`src/rtl/uart_mm_pkg.sv`:
```
package uart_mm_pkg;
    typedef enum logic [2:0] {
        RX_IDLE, RX_START, RX_DATA, RX_STOP, RX_HOLD
    } rx_state_t;

    typedef enum logic [1:0] {
        TX_IDLE, TX_START, TX_DATA, TX_STOP
    } tx_state_t;

    localparam int STAT_W = 13;
    localparam int B_PE   = 0;
    localparam int B_FE   = 1;
    localparam int B_BRK  = 2;
    localparam int B_ROE  = 3;
    localparam int B_TOE  = 4;
    localparam int B_TMT  = 5;
    localparam int B_TRDY = 6;
    localparam int B_RRDY = 7;
    localparam int B_EXC  = 8;
    localparam int B_TBRK = 9;
    localparam int B_DCTS = 10;
    localparam int B_CTS  = 11;
    localparam int B_EOP  = 12;

    localparam logic [2:0] A_RXD  = 3'd0;
    localparam logic [2:0] A_TXD  = 3'd1;
    localparam logic [2:0] A_STAT = 3'd2;
    localparam logic [2:0] A_CTRL = 3'd3;
    localparam logic [2:0] A_DIV  = 3'd4;
    localparam logic [2:0] A_EOP  = 3'd5;
endpackage

```
`src/rtl/uart_mm_rx.sv`:
```
module uart_mm_rx
    import uart_mm_pkg::*;
#(
    parameter int DATA_W = 8,
    parameter int DIV_W  = 16
) (
    input  logic              clk,
    input  logic              rst_n,
    input  logic [DIV_W-1:0]  div,
    input  logic              rxd,
    output logic              done,
    output logic [DATA_W-1:0] data,
    output logic              stop_ok
);
    localparam int IDX_W = $clog2(DATA_W);

    rx_state_t          state, state_nx;
    logic [1:0]         sync;
    logic               line;
    logic [DIV_W-1:0]   cnt;
    logic [IDX_W-1:0]   idx;
    logic               tick;

    assign line = sync[1];
    assign tick = (cnt == '0);

    always_ff @(posedge clk or negedge rst_n) begin
        if (!rst_n) sync <= 2'b11;
        else        sync <= {sync[0], rxd};
    end

    always_comb begin
        state_nx = state;
        unique case (state)
            RX_IDLE:  if (!line) state_nx = RX_START;
            RX_START: if (tick) state_nx = line ? RX_IDLE : RX_DATA;
            RX_DATA:  if (tick && idx == IDX_W'(DATA_W - 1)) state_nx = RX_STOP;
            RX_STOP:  if (tick) state_nx = line ? RX_IDLE : RX_HOLD;
            RX_HOLD:  if (line) state_nx = RX_IDLE;
            default:  state_nx = RX_IDLE;
        endcase
    end

    always_ff @(posedge clk or negedge rst_n) begin
        if (!rst_n) state <= RX_IDLE;
        else        state <= state_nx;
    end

    always_ff @(posedge clk or negedge rst_n) begin
        if (!rst_n) begin
            cnt     <= '0;
            idx     <= '0;
            data    <= '0;
            done    <= 1'b0;
            stop_ok <= 1'b1;
        end else begin
            done <= 1'b0;
            if (!tick) cnt <= cnt - 1'b1;
            unique case (state)
                RX_IDLE:  begin
                    cnt <= div >> 1;
                    idx <= '0;
                end
                RX_START: if (tick) cnt <= div - 1'b1;
                RX_DATA:  if (tick) begin
                    data <= {line, data[DATA_W-1:1]};
                    idx  <= idx + 1'b1;
                    cnt  <= div - 1'b1;
                end
                RX_STOP:  if (tick) begin
                    done    <= 1'b1;
                    stop_ok <= line;
                end
                RX_HOLD:  ;
                default:  ;
            endcase
        end
    end

    p_hold_low_r6: assert property (@(posedge clk) disable iff (!rst_n)
        (state == RX_HOLD && !line) |=> (state == RX_HOLD));
    p_done_once_r2: assert property (@(posedge clk) disable iff (!rst_n)
        done |=> !done);
endmodule

```
`src/rtl/uart_mm_tx.sv`:
```
module uart_mm_tx
    import uart_mm_pkg::*;
#(
    parameter int DATA_W = 8,
    parameter int DIV_W  = 16
) (
    input  logic              clk,
    input  logic              rst_n,
    input  logic [DIV_W-1:0]  div,
    input  logic              load,
    input  logic [DATA_W-1:0] load_data,
    output logic              line,
    output logic              idle
);
    localparam int IDX_W = $clog2(DATA_W);

    tx_state_t          state, state_nx;
    logic [DIV_W-1:0]   cnt;
    logic [IDX_W-1:0]   idx;
    logic [DATA_W-1:0]  sh;
    logic               tick;

    assign tick = (cnt == '0);
    assign idle = (state == TX_IDLE);

    always_comb begin
        state_nx = state;
        unique case (state)
            TX_IDLE:  if (load) state_nx = TX_START;
            TX_START: if (tick) state_nx = TX_DATA;
            TX_DATA:  if (tick && idx == IDX_W'(DATA_W - 1)) state_nx = TX_STOP;
            TX_STOP:  if (tick) state_nx = TX_IDLE;
            default:  state_nx = TX_IDLE;
        endcase
    end

    always_ff @(posedge clk or negedge rst_n) begin
        if (!rst_n) state <= TX_IDLE;
        else        state <= state_nx;
    end

    always_ff @(posedge clk or negedge rst_n) begin
        if (!rst_n) begin
            cnt  <= '0;
            idx  <= '0;
            sh   <= '0;
            line <= 1'b1;
        end else begin
            if (!tick) cnt <= cnt - 1'b1;
            unique case (state)
                TX_IDLE:  if (load) begin
                    sh   <= load_data;
                    line <= 1'b0;
                    cnt  <= div - 1'b1;
                    idx  <= '0;
                end
                TX_START: if (tick) begin
                    line <= sh[0];
                    sh   <= sh >> 1;
                    cnt  <= div - 1'b1;
                end
                TX_DATA:  if (tick) begin
                    cnt <= div - 1'b1;
                    idx <= idx + 1'b1;
                    if (idx == IDX_W'(DATA_W - 1)) begin
                        line <= 1'b1;
                    end else begin
                        line <= sh[0];
                        sh   <= sh >> 1;
                    end
                end
                TX_STOP:  ;
                default:  ;
            endcase
        end
    end

    p_idle_high_r4: assert property (@(posedge clk) disable iff (!rst_n)
        (idle && !load) |=> line);
endmodule

```
`src/rtl/uart_mm_top.sv`:
```
module uart_mm_top
    import uart_mm_pkg::*;
#(
    parameter int DATA_W    = 8,
    parameter int DIV_W     = 16,
    parameter int DIV_RESET = 16
) (
    input  logic        clk,
    input  logic        rst_n,
    input  logic [4:0]  bus_addr,
    input  logic        bus_wr,
    input  logic        bus_rd,
    input  logic [31:0] bus_wdata,
    output logic [31:0] bus_rdata,
    output logic        irq,
    input  logic        rxd,
    output logic        txd,
    input  logic        cts,
    output logic        rts
);
    logic [2:0]        widx;
    logic [STAT_W-1:0] ctrl, stat;
    logic [DIV_W-1:0]  div;
    logic [DATA_W-1:0] eop_chr, rx_hold, tx_hold, rx_byte;
    logic              rrdy, tx_full, fe, brk, roe, toe, dcts, eop_ev;
    logic              rx_done, rx_stop_ok, tx_line, tx_idle, tx_load;
    logic [2:0]        cts_sync;
    logic              wr_tx, wr_st, rd_rx;

    assign widx  = bus_addr[4:2];
    assign wr_tx = bus_wr && widx == A_TXD;
    assign wr_st = bus_wr && widx == A_STAT;
    assign rd_rx = bus_rd && widx == A_RXD;

    uart_mm_rx #(.DATA_W(DATA_W), .DIV_W(DIV_W)) i_rx (
        .clk(clk), .rst_n(rst_n), .div(div), .rxd(rxd),
        .done(rx_done), .data(rx_byte), .stop_ok(rx_stop_ok));

    assign tx_load = tx_full && tx_idle;

    uart_mm_tx #(.DATA_W(DATA_W), .DIV_W(DIV_W)) i_tx (
        .clk(clk), .rst_n(rst_n), .div(div), .load(tx_load),
        .load_data(tx_hold), .line(tx_line), .idle(tx_idle));

    always_ff @(posedge clk or negedge rst_n) begin
        if (!rst_n) cts_sync <= '0;
        else        cts_sync <= {cts_sync[1:0], cts};
    end

    always_ff @(posedge clk or negedge rst_n) begin
        if (!rst_n) begin
            ctrl    <= '0;
            div     <= DIV_W'(DIV_RESET);
            eop_chr <= '0;
            rx_hold <= '0;
            tx_hold <= '0;
            rrdy    <= 1'b0;
            tx_full <= 1'b0;
            {fe, brk, roe, toe, dcts, eop_ev} <= '0;
        end else begin
            if (bus_wr && widx == A_CTRL) ctrl    <= bus_wdata[STAT_W-1:0];
            if (bus_wr && widx == A_DIV)  div     <= bus_wdata[DIV_W-1:0];
            if (bus_wr && widx == A_EOP)  eop_chr <= bus_wdata[DATA_W-1:0];
            if (wr_st) {fe, brk, roe, toe, dcts, eop_ev} <= '0;
            if (rd_rx) rrdy <= 1'b0;
            if (tx_load) tx_full <= 1'b0;
            if (wr_tx) begin
                if (tx_full) toe <= 1'b1;
                else begin
                    tx_hold <= bus_wdata[DATA_W-1:0];
                    tx_full <= 1'b1;
                end
            end
            if (cts_sync[2] != cts_sync[1]) dcts <= 1'b1;
            if (rx_done) begin
                rx_hold <= rx_byte;
                rrdy    <= 1'b1;
                if (rrdy && !rd_rx) roe <= 1'b1;
                if (rx_byte == eop_chr) eop_ev <= 1'b1;
                if (!rx_stop_ok) begin
                    if (rx_byte == '0) brk <= 1'b1;
                    else               fe  <= 1'b1;
                end
            end
        end
    end

    always_comb begin
        stat         = '0;
        stat[B_FE]   = fe;
        stat[B_BRK]  = brk;
        stat[B_ROE]  = roe;
        stat[B_TOE]  = toe;
        stat[B_TMT]  = !tx_full && tx_idle;
        stat[B_TRDY] = !tx_full;
        stat[B_RRDY] = rrdy;
        stat[B_EXC]  = fe | brk | roe | toe;
        stat[B_DCTS] = dcts;
        stat[B_CTS]  = cts_sync[1];
        stat[B_EOP]  = eop_ev;
    end

    always_comb begin
        bus_rdata = '0;
        unique case (widx)
            A_RXD:   bus_rdata[DATA_W-1:0] = rx_hold;
            A_STAT:  bus_rdata[STAT_W-1:0] = stat;
            A_CTRL:  bus_rdata[STAT_W-1:0] = ctrl;
            A_DIV:   bus_rdata[DIV_W-1:0]  = div;
            A_EOP:   bus_rdata[DATA_W-1:0] = eop_chr;
            default: bus_rdata = '0;
        endcase
    end

    assign irq = |(stat & ctrl & ~(STAT_W'(1) << B_TBRK) & ~(STAT_W'(1) << B_CTS));
    assign txd = tx_line && !ctrl[B_TBRK];
    assign rts = ctrl[B_CTS];

    p_read_clears_r2: assert property (@(posedge clk) disable iff (!rst_n)
        (rd_rx && !rx_done) |=> !rrdy);
    p_overrun_r3: assert property (@(posedge clk) disable iff (!rst_n)
        (rx_done && rrdy && !rd_rx) |=> (roe && rrdy));
    p_tx_overrun_r5: assert property (@(posedge clk) disable iff (!rst_n)
        (wr_tx && tx_full) |=> (toe && $stable(tx_hold)));
    p_clear_r7: assert property (@(posedge clk) disable iff (!rst_n)
        (wr_st && !rx_done && !wr_tx) |=> (!fe && !brk && !roe && !toe));
    p_masked_r8: assert property (@(posedge clk) disable iff (!rst_n)
        (ctrl == '0) |-> !irq);
    p_break_line_r9: assert property (@(posedge clk) disable iff (!rst_n)
        $past(ctrl[B_TBRK]) && ctrl[B_TBRK] |-> !txd);
    p_cts_edge_r10: assert property (@(posedge clk) disable iff (!rst_n)
        (cts_sync[2] != cts_sync[1]) |=> dcts);
endmodule

```
`config.mk`:
```
export PLATFORM = sky130hd
export DESIGN_NAME = uart_mm_top
export DESIGN_NICKNAME = d
export VERILOG_FILES = /design/src/rtl/uart_mm_pkg.sv /design/src/rtl/uart_mm_rx.sv /design/src/rtl/uart_mm_tx.sv /design/src/rtl/uart_mm_top.sv
export SDC_FILE = /design/constraint.sdc
export NUM_CORES = 1
export LEC_CHECK = 0
export ABC_CLOCK_PERIOD_IN_PS = 2550
export BUFFER_PORTS_ARGS = -buffer_cell sky130_fd_sc_hd__buf_4
export CAP_MARGIN = 10
export CORE_MARGIN = 5
export CORE_UTILIZATION = 59
export DETAILED_ROUTE_END_ITERATION = 10
export PLACE_DENSITY = 0.78
export SYNTH_ARGS = -nofsm -noshare
export SYNTH_HDL_FRONTEND = slang
export SYNTH_SLANG_ARGS = --single-unit
export TNS_END_PERCENT = 30
```
`constraint.sdc`:
```
create_clock -name clk -period 2.55 [get_ports clk]
set_input_delay 0.255 -clock clk [delete_from_list [all_inputs] [get_ports clk]]
set_output_delay 0.255 -clock clk [all_outputs]
set_load 0.05 [all_outputs]
```
==> results.toml <==
[logic_synthesis]
synth_cell_types = 65
netlist.area_leader.share_pct = 43.7
yosys_register_bits = 128
synth_area_leaders = "dfrtp_1 44%, mux2_2 12%, xnor2_1 3.7%"
synth_fa_ha_area_share_pct = 2.49
syn_inst = 663
synth_top_family_by_area = "simple AND/OR/NAND/NOR gates"
synth-xor-area-share_pct = 5.35
synth_ff_type = "dfrtp_1"
ys_seq_area_share_pct = 45.6
mappedNetlistArea_sq_um = 7040
ys_async_sr_fraction_pct = 100
synth_edf_count = 0
synth_most_common_cell = "dfrtp_1"
synth_area_leader_cell = "dfrtp_1"
synthMuxAreaShare_pct = 14.5
synth_area_per_cell_sq_um = 10.6
yosys-top-cells-count = "123 x dfrtp_1, 77 x mux2_2, 52 x nand2_1"
synth_compound_area_share_pct = 11.6
yosysWarningCount = 0
synthSimpleGateAreaFrac_pct = 15.6

[die]
fp.dieH_um = 119
die-width_um = 119
pin_count = 78
initial_core_util_pct = 60.9
die_area_sq_um = 14200
row_count = 39
core-area_sq_um = 11600

[route]
wl_um = 17700
ant_nets = 0
drt_iter0_drc = 603
dr.pass1.iters = 6
via_per_inst = 6.37
drt-wirelength-per-cell_um = 20.3
vias = 5533
drc = 0

[sta]
finalSetupViolations = 0
timing.final.crit_share_pct = 95.3
slew_headroom_pct = 48.8
tns_ps = 0
min_period_ps = 2430
finalHoldViolCount = 0
fin_ws_ps = 121
slew_viol_final = 0
fmax_ghz = 0.412
tightest_slew_ps = 762
finalClockSkew_ps = 12.5
rsz0062_at_grt = "no"

[clock_network]
path_clk_slew_ps = 60
cts_tree = "yes"
cts_inserted_buffers = 17
postCtsSetupBuffers = 0
ctsHtreeMaxLevel = 4
cts_sinks = 128
cts-root-buf = "clkbuf_16"
clock_latency_ps = 430
cts.path.max_buffers = 2

[setup_path]
rr_endpoint = "i_rx.cnt[4]$_DFF_PN0_"
cpPeakStageDelay_ps = 450
endpoint_kind = "flip-flop"
slowest_stage = "or4_1"
worstSetupStartpointType = "flip-flop"
crit_family = "simple AND/OR/NAND/NOR gates"
timing.rr.start = "i_rx.cnt[0]$_DFF_PN0_"
worstRegToRegCells = 8
cp_data_required_time_ps = 2820
crit_fanout = 14
crit_type = "flip-flop to flip-flop"
crit_buf_inv = 2
crit_chain = "inv_1 -> ha_1 -> nor4b_1 -> nand2_2 -> or4_1 -> o31ai_1 -> buf_4 -> o221ai_1"
r2r_slack_ps = 120
cp_data_arrival_time_ps = 2700

[hold_path]
hold_depth = 2
holdPathEnd = "div[15]$_DFFE_PN0P_"
hold_class = "input pin to flip-flop"
hp-start = "bus_wdata[15]"

[placement]
hpwl_um = 11800
place.gp.congestion = 0.903
port_buffers = 43
place_ws_ps = 96.2

[finish]
multi_input_area_sq_um = 3560
num-fill-cells = 807
drive_gt1_share_pct = 27.2
nets = 770
areaGrowthSynthToFinish_pct = 15.9
regArea_sq_um = 3210
n_antenna_cell = 0

[run_status]
outcome = "completed"

[global_routing]
grt_max_degree = 129
antenna_found_initial = 0
grt_overflow = 0
grt_usage_pct = 25.4
grt_pass1_wl_um = 28200
grt_pass1_vias = 5402

[power]
ir_drop_v = 0.000854
total_power_mw = 9.11
p_leak_nw = 3.54
power_density_nw_per_um2 = 1120

[flow_run]
drv_cap = 0
## kinds of logic (layout without fill, tap and decap cells)
kind of cell | Yosys count | count (layout)
compound gates | 118 | 118
buf+inv | 65 | 112
xor+xnor | 43 | 43
simple gates | 202 | 202
other cells | 1 | 16
fa+ha+maj | 14 | 14
mux | 92 | 92
flops | 128 | 128
## final cells by class
cell class | instances | share of cell area (%)
multi-input combinational | 485 | 43.6
sequential | 128 | 39.3
timing repair buffer | 66 | 6.47
clock buffer | 17 | 5.21
clock inverter | 14 | 2.51
tap | 143 | 2.19
inverter | 15 | 0.690
## sequential cells by signal, summed over array words and instances, names as in the netlist, 3 cells and up
signal      flops
eop_chr         8
i_rx.data       8
i_tx.sh         8
i_rx.cnt       16
i_rx.state      3
i_tx.cnt       16
cts_sync        3
i_rx.idx        3
i_tx.idx        3
tx_hold         8
ctrl           13
rx_hold         8
div            16
## layout by cell type, fill, tap and decap left out, types with 4 or more instances in the layout
| master | instances |
|---|---|
| o21ai_0 | 20 |
| mux2i_1 | 15 |
| clkinv_4 | 4 |
| a211oi_1 | 5 |
| xor2_1 | 12 |
| o221ai_1 | 20 |
| bufinv_16 | 4 |
| xnor2_1 | 30 |
| or4_1 | 4 |
| nand4_1 | 5 |
| dfstp_2 | 5 |
| nand2b_1 | 9 |
| or3_1 | 11 |
| dfrtp_1 | 123 |
| and3_1 | 4 |
| a21oi_1 | 18 |
| buf_4 | 61 |
| conb_1 | 16 |
| nor4_1 | 18 |
| nor2_1 | 31 |
| ha_1 | 14 |
| inv_1 | 15 |
| a22oi_1 | 12 |
| mux2_2 | 77 |
| o22ai_1 | 17 |
| nor3_1 | 24 |
| clkbuf_16 | 17 |
| nand3_1 | 13 |
| nor2b_1 | 6 |
| nand2_1 | 51 |
## worst register-to-register path, cell delays in order (launching register included)
cell	delay, ps
dfrtp_1	390
inv_1	130
ha_1	210
nor4b_1	370
nand2_2	220
or4_1	450
o31ai_1	90
buf_4	260
o221ai_1	150
## timing repair
| item | 4_1_cts | 5_1_grt |
|---|---|---|
| setup endpoints to repair | 0 | 11 |
| hold endpoints to repair | 125 | 0 |
| resized for setup | 0 | 3 |
| hold buffers | 3 | 0 |
## metrics by stage
stage          hold slack, ps  cells  area, sq um  util, %
6_report                 54.9    868         8160     70.6
4_1_cts                  49.3    868         8150     70.5
5_1_grt                  58.4    868         8160     70.6
3_5_place_dp              340    834         7490     64.7
2_1_floorplan           -40.6    678         7090        -
3_3_place_gp              340    834         7490     64.7
## worst max-delay path by stage
stage | startpoint | endpoint | slack (ps) | cells after the start
6_report | i_rx.cnt[0]$_DFF_PN0_ | i_rx.cnt[4]$_DFF_PN0_ | 120 | 8
5_1_grt | i_rx.cnt[0]$_DFF_PN0_ | i_rx.cnt[2]$_DFF_PN0_ | 10 | 7
4_1_cts | div[1]$_DFFE_PN0P_ | i_tx.cnt[10]$_DFF_PN0_ | 90 | 7
3_5_place_dp | div[1]$_DFFE_PN0P_ | i_tx.cnt[10]$_DFF_PN0_ | 100 | 7
3_3_place_gp | div[1]$_DFFE_PN0P_ | i_rx.cnt[10]$_DFF_PN0_ | 140 | 7
2_1_floorplan | bus_addr[2] | bus_rdata[10] | -160 | 5
## layer usage
layer	share of wire [%]	GRT usage, %	vias up
met2	49	40.4	240
met4	3.0	10.4	0
met1	41	33.6	2728
met3	7.0	6.07	46
li1	-	-	2519
met5	0	0	-
## power by group
part / total [mW] / switching, mW / internal [mW]
Sequential: 3.17 / 0.600 / 2.57
Clock: 2.61 / 0.967 / 1.65
Combinational: 3.32 / 1.82 / 1.51
Total: 9.11 / 3.38 / 5.73
Power figures use the tool's default switching activity.
